==> config.mk <==
export PLATFORM = sky130hd
export DESIGN_NAME = esi_status_latch
export DESIGN_NICKNAME = d
export VERILOG_FILES = /design/src/rtl/esi_pkg.sv /design/src/rtl/esi_eom_flag.sv /design/src/rtl/esi_change_det.sv /design/src/rtl/esi_status_latch.sv
export SDC_FILE = /design/constraint.sdc
export NUM_CORES = 1
export LEC_CHECK = 0
export BUFFER_PORTS_ARGS = -buffer_cell sky130_fd_sc_hd__buf_2
export CAP_MARGIN = 20
export CORE_AREA = 2 2 39 41
export CTS_CLUSTER_DIAMETER = 200
export DETAILED_ROUTE_END_ITERATION = 8
export DIE_AREA = 0 0 41 43
export HOLD_SLACK_MARGIN = 0.15
export PLACE_DENSITY_LB_ADDON = 0.15
export SETUP_SLACK_MARGIN = 0.1
export SLEW_MARGIN = 5
export SYNTH_ARGS = -nofsm -noshare
export SYNTH_HDL_FRONTEND = slang
export SYNTH_SLANG_ARGS = --single-unit
==> constraint.sdc <==
create_clock -name clk -period 2.6 [get_ports clk]
set_input_delay 0.26 -clock clk [delete_from_list [all_inputs] [get_ports clk]]
set_output_delay 0.26 -clock clk [all_outputs]
set_load 0.005 [all_outputs]
==> src/rtl/esi_pkg.sv <==
package esi_pkg;
  typedef enum logic [1:0] {
    ACT_HOLD  = 2'd0,
    ACT_TRACK = 2'd1,
    ACT_FORCE = 2'd2,
    ACT_PRIME = 2'd3
  } snap_act_e;

  // True when two status vectors disagree in any bit.
  function automatic logic vec_moved(input logic [31:0] a, input logic [31:0] b);
    return (a ^ b) != 32'd0;
  endfunction

  // Copy of a vector with one bit forced low.
  function automatic logic [31:0] drop_bit(input logic [31:0] v, input int idx);
    logic [31:0] m;
    m = 32'd1 << idx;
    return v & ~m;
  endfunction
endpackage

==> src/rtl/esi_eom_flag.sv <==
module esi_eom_flag (
  input  logic clk,
  input  logic rst_n,
  input  logic crc_start,
  input  logic abort_cmd,
  input  logic eom_clr,
  input  logic tx_en,
  output logic eom_live
);
  logic set_ev;
  logic clr_ev;

  assign set_ev = crc_start | abort_cmd;
  assign clr_ev = eom_clr & tx_en & ~set_ev;

  always_ff @(posedge clk) begin
    if (!rst_n)      eom_live <= 1'b0;
    else if (set_ev) eom_live <= 1'b1;
    else if (clr_ev) eom_live <= 1'b0;
  end

  assert_set_R6: assert property (@(posedge clk) disable iff (!rst_n)
    (crc_start || abort_cmd) |=> eom_live);
  assert_clear_R7: assert property (@(posedge clk) disable iff (!rst_n)
    (eom_clr && tx_en && !crc_start && !abort_cmd) |=> !eom_live);
  assert_keep_R8: assert property (@(posedge clk) disable iff (!rst_n)
    (eom_clr && !tx_en && !crc_start && !abort_cmd) |=> $stable(eom_live));
endmodule

==> src/rtl/esi_change_det.sv <==
module esi_change_det #(
  parameter int W = 5
) (
  input  logic         clk,
  input  logic         rst_n,
  input  logic [W-1:0] live,
  input  logic         clr,
  input  logic         force_req,
  output logic [W-1:0] snap,
  output logic         pending
);
  import esi_pkg::*;

  logic      primed;
  logic      open_win;
  logic      moved;
  logic [W-1:0] forced_view;
  snap_act_e act;

  assign open_win    = ~pending | clr;
  assign moved       = vec_moved(32'(live), 32'(snap));
  assign forced_view = W'(drop_bit(32'(live), W - 1));

  always_comb begin
    if (!primed)                    act = ACT_PRIME;
    else if (open_win && force_req) act = ACT_FORCE;
    else if (open_win)              act = ACT_TRACK;
    else                            act = ACT_HOLD;
  end

  always_ff @(posedge clk) begin
    if (!rst_n) begin
      snap    <= '0;
      pending <= 1'b0;
      primed  <= 1'b0;
    end else begin
      primed <= 1'b1;
      unique case (act)
        ACT_PRIME: begin snap <= live;        pending <= 1'b0;  end
        ACT_FORCE: begin snap <= forced_view; pending <= 1'b1;  end
        ACT_TRACK: begin snap <= live;        pending <= moved; end
        default:   begin snap <= snap;        pending <= pending; end
      endcase
    end
  end

  assert_change_R2: assert property (@(posedge clk) disable iff (!rst_n)
    (primed && !pending && !force_req && live != snap) |=> (pending && snap == $past(live)));
  assert_frozen_R3: assert property (@(posedge clk) disable iff (!rst_n)
    (pending && !clr) |=> ($stable(snap) && pending));
  assert_drop_R4: assert property (@(posedge clk) disable iff (!rst_n)
    (primed && clr && !force_req && live == snap) |=> !pending);
  assert_queue_R5: assert property (@(posedge clk) disable iff (!rst_n)
    (primed && pending && clr && !force_req && live != snap) |=> (pending && snap == $past(live)));
  assert_forced_R8: assert property (@(posedge clk) disable iff (!rst_n)
    (primed && force_req && open_win) |=> (pending && !snap[W-1]));
endmodule

==> src/rtl/esi_status_latch.sv <==
module esi_status_latch #(
  parameter int NUM_LINES = 4
) (
  input  logic                 clk,
  input  logic                 rst_n,
  input  logic [NUM_LINES-1:0] stat_in,
  input  logic                 irq_en,
  input  logic                 clr_cmd,
  input  logic                 eom_clr,
  input  logic                 crc_start,
  input  logic                 tx_en,
  input  logic                 abort_cmd,
  output logic [NUM_LINES:0]   stat_out,
  output logic                 irq
);
  localparam int VW = NUM_LINES + 1;

  logic          eom_live;
  logic          pending;
  logic          force_req;
  logic [VW-1:0] live_vec;

  esi_eom_flag u_flag (
    .clk       (clk),
    .rst_n     (rst_n),
    .crc_start (crc_start),
    .abort_cmd (abort_cmd),
    .eom_clr   (eom_clr),
    .tx_en     (tx_en),
    .eom_live  (eom_live)
  );

  assign live_vec  = {eom_live, stat_in};
  assign force_req = eom_clr & ~tx_en;

  esi_change_det #(.W(VW)) u_det (
    .clk       (clk),
    .rst_n     (rst_n),
    .live      (live_vec),
    .clr       (clr_cmd),
    .force_req (force_req),
    .snap      (stat_out),
    .pending   (pending)
  );

  assign irq = pending & irq_en;

  assert_quiet_R10: assert property (@(posedge clk) disable iff (!rst_n)
    (pending && !clr_cmd && eom_clr && !tx_en) |=> ($stable(stat_out) && pending));
endmodule

==> flow_summary_export.csv <==
group,metric,value,unit
floorplanning,die_h,43,um
clock_tree,cts_buffer_depth,2,
sta,fin_worst_skew,0.002439,ns
synthesis,synth_cell_types,18,
pwr,swShare,0.2369,
clock_tree,post_cts_resized,0,
pwr,clockPowerShare,0.336,
critical_path,crit_path_end_kind,"primary output",
flow_run,drv_cap,0,
sta,worst_pin_slew,0.2621,ns
floorplanning,initial_core_util,0.2685,
cells_and_area,diodes,0,
global_routing,grt_overflow,0,
clock_tree,numCtsBuffers,3,
cells_and_area,instances_no_fill,74,
synthesis,synth_enable_flop_cells,0,
detailed_routing,routed_wl,690,um
synthesis,synth_warnings,0,
pwr,combPwrFrac,0.158,
cells_and_area,area.growth.synth_to_final,37.04,%
synthesis,netlist.area_leader.share,0.4310,
synthesis,async_flop_share,0,
synthesis,synth_mux_area_frac,0.1077,
cells_and_area,drive_gt1_frac,0.3966,
floorplanning,ios,18,
critical_path,cp-start-kind,"flip-flop",
floorplanning,core_area,1384,um2
placed_design,placed_area,476.7,um2
clock_tree,clock-sinks,8,
cells_and_area,num-fill-cells,158,
cells_and_area,finalNetCount,72,
sta,fin_setup_tns,0,ns
floorplanning,die-width,41,um
synthesis,ys_seq_area_frac,0.4310,
critical_path,required,2.34,ns
floorplanning,fp.dieArea,1763,um2
sta,rsz0062_at_grt,"no",
synthesis,synth_nets,49,
synthesis,synth_top_area_cell,"dfxtp_1",
sta,fmax,878.3,MHz
detailed_routing,via_per_inst,4.365,
critical_path,crit_fanout,3,
synthesis,syn_area,371.6,um2
sta,slew_viol_final,0,
global_routing,grt_pass1_vias,283,
pwr,net-switching-power,0.00006481,W
pwr,power.internal,0.0002088,W
global_routing,grt_pass1_wl,1.124,mm
pwr,pwr-share-seq,0.506,
placed_design,dp_cells,70,
critical_path,critical_path_arrival,0.88,ns
pwr,vdd_drop_max,0.2334,mV
placed_design,place_congestion,0.6267,
clock_tree,root_buffer,"clkbuf_4",
detailed_routing,drc,0,
detailed_routing,ant_nets,0,
pwr,p_per_area,537.3,nW/um2
detailed_routing,vias,323,
sta,setup_violations,0,
min_path,worstHoldPathType,"in -> reg",
synthesis,synth_top_family_by_area,"simple AND/OR/NAND/NOR gates",
synthesis,synthTopCellsByArea,"dfxtp_1, mux2i_1, xnor2_1",
synthesis,synthSimpleGateAreaFrac,0.1481,
floorplanning,rows,14,
synthesis,syn-instance-count,37,
detailed_routing,drt_iter0_drc,1,
pwr,p_total,0.0002736,W
synthesis,ys_seq_elements,8,
clock_tree,clk_latency,0.25,ns
critical_path,crit_type,"reg -> out",
synthesis,synth-main-ff-cell,"dfxtp_1",
clock_tree,cts_tree,"yes",
global_routing,antenna_found_initial,0,
sta,final_hold_viol_count,0,
detailed_routing,wire_per_inst,9.324,um
pwr,p_leak,0.2783,nW
sta,whs,0.2361,ns
status,outcome,"completed",
detailed_routing,dr.pass1.iters,3,
global_routing,gr-usage-all-layers,0.09749,
synthesis,synth-compound-area-share,0.1246,
clock_tree,htree_levels,1,
clock_tree,path_clk_slew,0.05,ns
synthesis,avgSynthCellArea,10.04,um2
synthesis,synthAdderAreaFrac,0,
cells_and_area,fin_area,509.2,um2
sta,period_minus_slack,1.139,ns
global_routing,grt_max_degree,7,
sta,slew-limit-headroom,0.8242,
synthesis,synth-xor-area-share,0.1380,
placed_design,dp_hpwl,557.2,um
sta,finalCritPeriodShare,0.4379,
placed_design,io_buffers,17,
-- placed cells by master, fill, tap and decap left out, types with 3 or more instances in the layout --
| cell | n |
|---|---|
| nor2_1 | 5 |
| clkbuf_4 | 3 |
| inv_1 | 4 |
| xnor2_1 | 3 |
| dfxtp_1 | 8 |
| mux2i_1 | 4 |
| buf_2 | 17 |
-- power groups by stage --
stage	Sequential, W	Combinational [W]	Clock, W
floorplan	0.000141	0.0000230	0
global placement	0.000141	0.0000432	0
detailed placement	0.000141	0.0000428	0
CTS	0.000138	0.0000441	0.0000969
global route	0.000139	0.0000488	0.000105
finish	0.000138	0.0000434	0.0000919
-- area by class of cell --
cell class                      instances  area (um2)  share of cell area
Sequential cell                         8       160.2              0.3145
Tap cell                               16       20.02             0.03931
Clock buffer                            3       22.52             0.04423
Inverter                                5       18.77             0.03686
Timing Repair Buffer                   18       95.09              0.1867
Multi-Input combinational cell         24       192.7              0.3784
-- cells in the mapped netlist (3+ instances only) --
master	count
nor2_1	5
dfxtp_1	8
xnor2_1	3
mux2i_1	4
inv_1	4
-- critical path: stages, from the launching register on --
cell and delay [ns]:
dfxtp_1 0.39, and2_1 0.14, buf_2 0.10
-- timing repair --
action                    CTS  global route
buffers inserted            0             0
hold buffers                1             0
hold endpoints to repair    1             0
-- sequential cells by signal, indices dropped and copies added, names as in the netlist --
signal           cells
u_det.pending        1
u_det.primed         1
u_det.snap           5
u_flag.eom_live      1
-- per-layer routing --
metal,up-vias,GRT usage,wire [um]
met5,-,0,0
met4,0,0.08000,10
met3,2,0.03141,58
met2,12,0.1250,284
met1,140,0.1258,338
li1,169,-,-
-- metrics by stage --
step,worst slack [ns],util
after detailed placement,1.552,0.3445
after CTS,1.445,0.3680
after global routing,1.381,0.3680
after global placement,1.563,0.3445
after floorplan,1.630,-
final,1.461,0.3680
-- logic make-up (layout without fill, tap and decap cells) --
logic type / Yosys count / in the layout
buf+inv: 5 / 26
xor+xnor: 5 / 5
simple gates: 9 / 9
flops: 8 / 8
mux: 4 / 4
compound gates: 6 / 6
-- worst paths after layout --
kind / start / end / slack, ns / cells after the start
hold reg to reg: u_det.primed$_DFF_P_ / u_det.pending$_SDFFE_PN0P_ / 0.49 / 1
hold / removal: abort_cmd / u_flag.eom_live$_SDFFE_PN0P_ / 0.24 / 3
setup reg to reg: u_flag.eom_live$_SDFFE_PN0P_ / u_det.pending$_SDFFE_PN0P_ / 1.56 / 3
setup / recovery: u_det.pending$_SDFFE_PN0P_ / irq / 1.46 / 2
Note: power is estimated with default switching activity, not from simulation.
